## src/rtl/rsu_pkg.sv

```systemverilog
package rsu_pkg;

   typedef enum logic {
      SAT_ASYM = 1'b0,
      SAT_SYM  = 1'b1
   } sat_style_e;

   // fixed placement windows for the rounding point
   localparam int RND_WIN_LO = 6;
   localparam int RND_WIN_HI = 21;
   localparam int WIN_SPAN   = 16;

   // positive rail: 2^s - 2^q, returned as 64-bit pattern
   function automatic logic [63:0] rail_hi(input int s, input int q);
      return (64'd1 << s) - (64'd1 << q);
   endfunction

   // negative rail: -2^s, plus one quantum when symmetric
   function automatic logic [63:0] rail_lo(input int s, input int q, input sat_style_e st);
      logic [63:0] base;
      base = ~(64'd1 << s) + 64'd1;
      return (st == SAT_SYM) ? base + (64'd1 << q) : base;
   endfunction

endpackage

```

## src/rtl/rsu_rounder.sv

```systemverilog
module rsu_rounder #(
   parameter int DATA_W   = 44,
   parameter bit ROUND_EN = 1'b1,
   parameter int RND_POS  = 8
) (
   input  logic [DATA_W-1:0] in_word,
   output logic [DATA_W:0]   rnd_word
);

   localparam int EXT_W = DATA_W + 1;

   logic [EXT_W-1:0] ext_word;

   assign ext_word = {in_word[DATA_W-1], in_word};

   generate
      if (ROUND_EN) begin : g_round
         localparam logic [EXT_W-1:0] HALF_Q = EXT_W'(1) << (RND_POS - 1);
         localparam logic [EXT_W-1:0] KEEP_M = ~((EXT_W'(1) << RND_POS) - EXT_W'(1));
         logic [EXT_W-1:0] biased;
         assign biased   = ext_word + HALF_Q;
         assign rnd_word = biased & KEEP_M;
      end else begin : g_pass
         assign rnd_word = ext_word;
      end
   endgenerate

endmodule

```

## src/rtl/rsu_ovf_detect.sv

```systemverilog
module rsu_ovf_detect
   import rsu_pkg::*;
#(
   parameter int         DATA_W    = 44,
   parameter int         SAT_POS   = 35,
   parameter sat_style_e SAT_STYLE = SAT_SYM
) (
   input  logic [DATA_W:0] rnd_word,
   output logic            pos_ovf,
   output logic            neg_ovf
);

   localparam int  HI_W   = DATA_W - SAT_POS + 1;
   localparam bit  IS_SYM = (SAT_STYLE == SAT_SYM);

   logic [HI_W-1:0]    hi_bits;
   logic [SAT_POS-1:0] lo_bits;
   logic               sign_b;
   logic               hi_all1;
   logic               hi_any1;
   logic               min_hit;

   assign hi_bits = rnd_word[DATA_W:SAT_POS];
   assign lo_bits = rnd_word[SAT_POS-1:0];
   assign sign_b  = rnd_word[DATA_W];
   assign hi_all1 = &hi_bits;
   assign hi_any1 = |hi_bits;

   // the most negative code of the narrow range
   assign min_hit = IS_SYM ? (hi_all1 && (lo_bits == '0)) : 1'b0;

   assign pos_ovf = !sign_b && hi_any1;
   assign neg_ovf = sign_b && (!hi_all1 || min_hit);

endmodule

```

## src/rtl/rsu_clamp_gen.sv

```systemverilog
module rsu_clamp_gen
   import rsu_pkg::*;
#(
   parameter int         DATA_W    = 44,
   parameter int         SAT_POS   = 35,
   parameter int         QUANT     = 8,
   parameter sat_style_e SAT_STYLE = SAT_SYM
) (
   input  logic [DATA_W:0]   rnd_word,
   input  logic              pos_ovf,
   input  logic              neg_ovf,
   output logic [DATA_W-1:0] clamp_word
);

   localparam logic [DATA_W-1:0] TOP_RAIL = DATA_W'(rail_hi(SAT_POS, QUANT));
   localparam logic [DATA_W-1:0] BOT_RAIL = DATA_W'(rail_lo(SAT_POS, QUANT, SAT_STYLE));

   logic [DATA_W-1:0] narrow;

   // bits above SAT_POS are sign copies once in range
   assign narrow = {{(DATA_W - SAT_POS){rnd_word[SAT_POS]}}, rnd_word[SAT_POS-1:0]};

   always_comb begin
      unique case ({pos_ovf, neg_ovf})
         2'b10:   clamp_word = TOP_RAIL;
         2'b01:   clamp_word = BOT_RAIL;
         default: clamp_word = narrow;
      endcase
   end

endmodule

```

## src/rtl/rsu_round_sat.sv

```systemverilog
module rsu_round_sat
   import rsu_pkg::*;
#(
   parameter int         DATA_W    = 44,
   parameter bit         ROUND_EN  = 1'b1,
   parameter int         RND_POS   = 8,
   parameter int         SAT_POS   = 35,
   parameter sat_style_e SAT_STYLE = SAT_SYM
) (
   input  logic              clk,
   input  logic              rst_n,
   input  logic              in_valid,
   input  logic [DATA_W-1:0] in_data,
   output logic              out_valid,
   output logic [DATA_W-1:0] out_data,
   output logic              out_ovf
);

   localparam int QUANT      = ROUND_EN ? RND_POS : 0;
   localparam int SAT_WIN_LO = DATA_W - WIN_SPAN;
   localparam int SAT_WIN_HI = DATA_W - 1;

   generate
      if (DATA_W < RND_WIN_HI + WIN_SPAN + 1 || DATA_W > 62) begin : g_bad_width
         $error("rsu_round_sat: DATA_W out of supported range");
      end
      if (RND_POS < RND_WIN_LO || RND_POS > RND_WIN_HI) begin : g_bad_rnd
         $error("rsu_round_sat: RND_POS outside rounding window");
      end
      if (SAT_POS < SAT_WIN_LO || SAT_POS > SAT_WIN_HI) begin : g_bad_sat
         $error("rsu_round_sat: SAT_POS outside saturation window");
      end
   endgenerate

   logic [DATA_W:0]   rnd_word;
   logic              pos_ovf;
   logic              neg_ovf;
   logic [DATA_W-1:0] clamp_word;

   rsu_rounder #(
      .DATA_W   (DATA_W),
      .ROUND_EN (ROUND_EN),
      .RND_POS  (RND_POS)
   ) rounder_i (
      .in_word  (in_data),
      .rnd_word (rnd_word)
   );

   rsu_ovf_detect #(
      .DATA_W    (DATA_W),
      .SAT_POS   (SAT_POS),
      .SAT_STYLE (SAT_STYLE)
   ) detect_i (
      .rnd_word (rnd_word),
      .pos_ovf  (pos_ovf),
      .neg_ovf  (neg_ovf)
   );

   rsu_clamp_gen #(
      .DATA_W    (DATA_W),
      .SAT_POS   (SAT_POS),
      .QUANT     (QUANT),
      .SAT_STYLE (SAT_STYLE)
   ) clamp_i (
      .rnd_word   (rnd_word),
      .pos_ovf    (pos_ovf),
      .neg_ovf    (neg_ovf),
      .clamp_word (clamp_word)
   );

   always_ff @(posedge clk or negedge rst_n) begin
      if (!rst_n) begin
         out_valid <= 1'b0;
         out_data  <= '0;
         out_ovf   <= 1'b0;
      end else begin
         out_valid <= in_valid;
         out_ovf   <= in_valid && (pos_ovf || neg_ovf);
         if (in_valid) begin
            out_data <= clamp_word;
         end
      end
   end

endmodule

```

## config.mk

```make
export PLATFORM = sky130hd
export DESIGN_NAME = rsu_round_sat
export DESIGN_NICKNAME = d
export VERILOG_FILES = /design/src/rtl/rsu_pkg.sv /design/src/rtl/rsu_rounder.sv /design/src/rtl/rsu_ovf_detect.sv /design/src/rtl/rsu_clamp_gen.sv /design/src/rtl/rsu_round_sat.sv
export SDC_FILE = /design/constraint.sdc
export NUM_CORES = 1
export LEC_CHECK = 0
export BUFFER_PORTS_ARGS = -buffer_cell sky130_fd_sc_hd__buf_2
export CAP_MARGIN = 20
export CORE_ASPECT_RATIO = 1.2
export CORE_MARGIN = 4
export CORE_UTILIZATION = 54
export CTS_CLUSTER_SIZE = 12
export DETAILED_ROUTE_END_ITERATION = 8
export PLACE_DENSITY = 0.86
export SLEW_MARGIN = 20
export SYNTH_ARGS = -nofsm -noshare
export SYNTH_HDL_FRONTEND = slang
export SYNTH_SLANG_ARGS = --single-unit
export TNS_END_PERCENT = 5
```

## constraint.sdc

```tcl
create_clock -name clk -period 1.89 [get_ports clk]
set_input_delay 0.0945 -clock clk [delete_from_list [all_inputs] [get_ports clk]]
set_output_delay 0.0945 -clock clk [all_outputs]
set_load 0.05 [all_outputs]
```

-- Word level (Yosys, flattened, before mapping)
Index checks and enable logic that the tools add are counted.
- word-level logic and storage cells: 18
- latch bits: 0
- output and inout bits: 46
- memories kept: 0
- register bits after elaboration: 46
- bits in writable memories: 0
- memory bits (read-only): 0
- bits of input ports: 47
- add/sub/neg operators: 1
- eq/ne operators: 2
- shift operators: 0
- div/mod/pow operators: 0
- reduce and logical (&&, ||, !) cells: 11
- multipliers: 0
- bitwise logic cells: 0
- $lt $le $gt $ge: 0
- multiplexer cells: 1
- operators with widths (kind ; number):
    $pmux 44 s2 ; 1
    $add 44x9->45 const B ; 1
    $logic_not 35->1 ; 1
    $reduce_and 10->1 ; 1
    $reduce_or 10->1 ; 1
    $logic_and 1x1->1 ; 4
    $eq 2x1->1 const B ; 1
    $eq 2x2->1 const B ; 1
    $logic_not 1->1 ; 2
    $logic_or 1x1->1 ; 2

-- Longest topological paths before layout
- depth after elaboration: 7
- gate-level depth with buffers: 11

-- Modules after synthesis
From an unflattened synthesis, not the netlist that was laid out.
- cell total of the unflattened synthesis: 288
- area total of the unflattened synthesis: 3462.1 um^2
- modules (own cells, without submodules) (module ; area an instance (um^2) ; sequential area each (um^2) ; instances ; cells each):
    rsu_round_sat ; 1891.8 ; 1151.1 ; 1 ; 96
    rsu_rounder ; 815.8 ; 0.0 ; 1 ; 117
    rsu_clamp_gen ; 604.3 ; 0.0 ; 1 ; 54
    rsu_ovf_detect ; 150.1 ; 0.0 ; 1 ; 21

-- Worst setup path before layout
No wires, ideal clock.
- kind: input to register
- from: input port in_data[7]
- to: register out_data[24]
- data arrival time: 2.335 ns
- required time: 1.766 ns
- slack: -0.570 ns
- cell stages on the path: 10
- cells stage by stage: ha_1 > nand3_1 > or4_4 > nor4_1 > xor2_1 > nor4_1 > nand4_1 > a21oi_4 > buf_6 > a21oi_2
- word-level cells in the longest chain between the ends: 7
- RTL lines (element ; RTL line ; RTL):
    start, declared ; rsu_round_sat.sv:13 ; input logic [DATA_W-1:0] in_data,
    $add 44x9->45 * ; rsu_rounder.sv:21 ; assign biased = ext_word + HALF_Q;
    $logic_not 35->1 or $reduce_and 10->1 (tied branches) ; rsu_ovf_detect.sv:30, rsu_ovf_detect.sv:26 ;
    $logic_and 1x1->1 or $logic_not 1->1 (tied branches) ; rsu_ovf_detect.sv:30, rsu_ovf_detect.sv:33 ;
    $logic_or 1x1->1 ; rsu_ovf_detect.sv:33 ; assign neg_ovf = sign_b && (!hi_all1 || min_hit);
    $logic_and 1x1->1 ; rsu_ovf_detect.sv:33 ;
    $eq 2x1->1 or $eq 2x2->1 (tied branches) ; rsu_clamp_gen.sv:24 ; unique case ({pos_ovf, neg_ovf})
    $pmux 44 s2 * ; rsu_clamp_gen.sv:24 ;
    end signal, assigned ; rsu_round_sat.sv:80 ; out_data <= clamp_word;
    end, declared ; rsu_round_sat.sv:15 ; output logic [DATA_W-1:0] out_data,
Mark *: on every way between the ends. The rest lies on a longest branch, timed or not.
A chain may end at the register's enable or synchronous reset.

-- Worst setup path after layout
- from: input port in_data[7]
- to: register out_data[19]
Same word-level chain as after synthesis.

==> impl_metrics.json <==
{
  "outcome": "finished, violations left",
  "violations": "negative setup slack",
  "relSlewSlack_pct": 55.6,
  "drt-initial-drc-count": 204,
  "cts.clk_slew.worst_paths_ns": 0.07,
  "area_delta_synth_final_pct": 40.3,
  "syn_inst": 318,
  "slowest_delay_ns": 0.58,
  "multi_input_comb_area_um2": 1680,
  "fin_crit_sh_pct": 117,
  "setup_ws_ns": -0.322,
  "port_buffers": 77,
  "grtUsageTotal_pct": 28.3,
  "fin_skew_ns": 0,
  "gp_congestion": 0.952,
  "yosys.area.top_type": "dfrtp_1",
  "ir_drop_mv": 0.730,
  "clock_latency_ns": 0.28,
  "synth_edf_count": 0,
  "crit_required_ns": 2.05,
  "powerDensity_nw_per_um2": 601,
  "syn_area_um2": 2590,
  "grt_max_degree": 52,
  "vias": 3026,
  "routed_wl_um": 8360,
  "hold_viol": 0,
  "worstPathMaxFanout": 28,
  "drive_above_1_share_pct": 42.8,
  "ys_seq_area_share_pct": 29.0,
  "drt_pass1_iterations": 5,
  "critPathArrivalTime_ns": 2.37,
  "yosysUniqueCellTypes": 56,
  "wl_per_cell_um": 16.4,
  "overflow": 0,
  "tightest_slew_ns": 0.666,
  "regArea_um2": 751,
  "grt_pass1_vias": 3098,
  "cap_violations": 0,
  "path_class": "input port to flip-flop",
  "nNetsFinal": 498,
  "drt-met1-wl_um": 3100,
  "synth_flop_cell": "dfrtp_1",
  "synth.most_common_cell": "dfrtp_1",
  "setup_viol": 28,
  "met3_length_um": 663,
  "root_buffer": "clkbuf_8",
  "initial_core_util_pct": 55.9,
  "avgSynthCellArea_um2": 8.14,
  "hold_path.class": "input port to flip-flop",
  "rsz0062_at_grt": "yes",
  "synth_commonest_cells": "dfrtp_1, nand2_1, o21ai_0",
  "fill_cells": 312,
  "dieArea_um2": 5970,
  "rows": 27,
  "drt.antenna.violating_nets": 0,
  "drcViolationCount": 0,
  "core_area_um2": 4630,
  "yosysWarnings": 0,
  "placedInstanceArea_um2": 3490,
  "met2WireLength_um": 4190,
  "synth-seq-cells": 30,
  "cts_sinks": 30,
  "fin_util_pct": 78.5,
  "fp.dieH_um": 83.8,
  "path_cells": "buf_2, ha_4, nand3_4, or4_4, nor4_4, xor2_1, nor4_2, nand4_1, a21oi_4, buf_12, a21oi_1",
  "cts_tree": "built",
  "synthTopCellsByArea": "dfrtp_1, xnor2_1, o21ai_0, buf_4, nand2_1",
  "maxSlewViolCount": 0,
  "netlist.area_leader.share_pct": 29.0,
  "fmax_mhz": 452,
  "hpwl_um": 6320,
  "hold_ws_ns": 0.141,
  "cts_buffers": 5,
  "top_layer": "met4",
  "slowest_stage": "or4_4",
  "clk_path_buf_depth": 2,
  "antenna_found_initial": 0,
  "tns_ns": -8.38,
  "async_flop_share_pct": 100,
  "final_area_um2": 3630,
  "antenna_cells": 0,
  "dp_slack_ns": -0.660,
  "cp-end-kind": "flip-flop",
  "htreeDepth": 2,
  "via_per_inst": 5.94,
  "ios": 93,
  "worstSetupStartpointType": "input port",
  "dieWidth_um": 71.2,
  "fin_crit_ns": 2.21,
  "grt_pass1_wl_um": 13700,
  "power_leakage_uw": 0.00161
}
## area by class of cell
type / count / area share, %
multi-input combinational: 253 / 46.3
inverter: 4 / 0.414
sequential: 30 / 20.7
tap: 58 / 2.00
clock buffer: 7 / 2.38
timing repair buffer: 156 / 28.0
clock inverter: 1 / 0.138
## power breakdown
part           switching (uW)  internal, uW
Combinational             623           273
Clock                     245           293
Sequential               39.3           709
## metal layers
layer,vias up,global-route usage (%)
met5,-,0
met4,0,15.6
met3,35,5.18
met2,160,49.1
met1,1427,32.1
li1,1404,-
## sequential cells by signal, indices dropped and copies added, names as in the netlist
register / cells
out_data: 28
out_valid: 1
out_ovf: 1
## layout by cell type, fill, tap and decap left out, types with 14 or more instances in the layout
cell      n
dfrtp_1  30
buf_4    75
o21ai_0  26
nor2_1   14
nand3_1  17
buf_2    77
a21oi_1  15
nand4_1  14
xnor2_1  16
nand2_1  29
## what timing repair did
| action | in CTS | in global routing |
|---|---|---|
| gates resized for setup | 5 | 0 |
| pin swaps | 1 | 0 |
| endpoints found under the hold margin | 30 | 0 |
| endpoints found under the setup margin | 28 | 28 |
| hold buffers | 1 | 0 |
| setup buffers | 1 | 0 |
## cells by family after synthesis
kind of cell | Yosys count | share of synthesized area [%]
AND/OR/NAND/NOR | 138 | 30.4
multiplexers | 8 | 3.19
XOR/XNOR | 25 | 8.46
buffers and inverters | 42 | 9.67
adder cells (fa/ha/maj) | 1 | 0.483
other | 1 | 0.145
AO/OA/AOI/OAI | 73 | 18.7
flip-flops | 30 | 29.0
## path summary, 6_finish.rpt
| check | from | end | slack [ns] | cells past startpoint |
|---|---|---|---|---|
| min in group asynchronous | rst_n | out_data[12]$_DFFE_PN0P_ | 0.39 | 2 |
| hold / removal | in_valid | out_data[42]$_DFFE_PN0P_ | 0.14 | 3 |
| setup reg to reg | out_data[19]$_DFFE_PN0P_ | out_data[19]$_DFFE_PN0P_ | 1.07 | 2 |
| max in group asynchronous | rst_n | out_data[20]$_DFFE_PN0P_ | 1.06 | 2 |
| hold reg to reg | out_data[8]$_DFFE_PN0P_ | out_data[8]$_DFFE_PN0P_ | 0.53 | 2 |
| setup / recovery | in_data[7] | out_data[19]$_DFFE_PN0P_ | -0.32 | 11 |
## worst max-delay path, delay by kind of cell
kind / cells / cell delay [ns]
buffers and inverters: 2 / 0.32
adder cells (fa/ha/maj): 1 / 0.16
AO/OA/AOI/OAI: 2 / 0.26
AND/OR/NAND/NOR: 5 / 1.38
XOR/XNOR: 1 / 0.16
## per-stage QoR
| stage | total power (uW) | instances |
|---|---|---|
| global placement | 1620 | 499 |
| finish | 2180 | 509 |
| global route | 2280 | 509 |
| CTS | 2180 | 509 |
| floorplan | 1360 | 325 |
| detailed placement | 1640 | 499 |
Power figures use the tool's default switching activity.
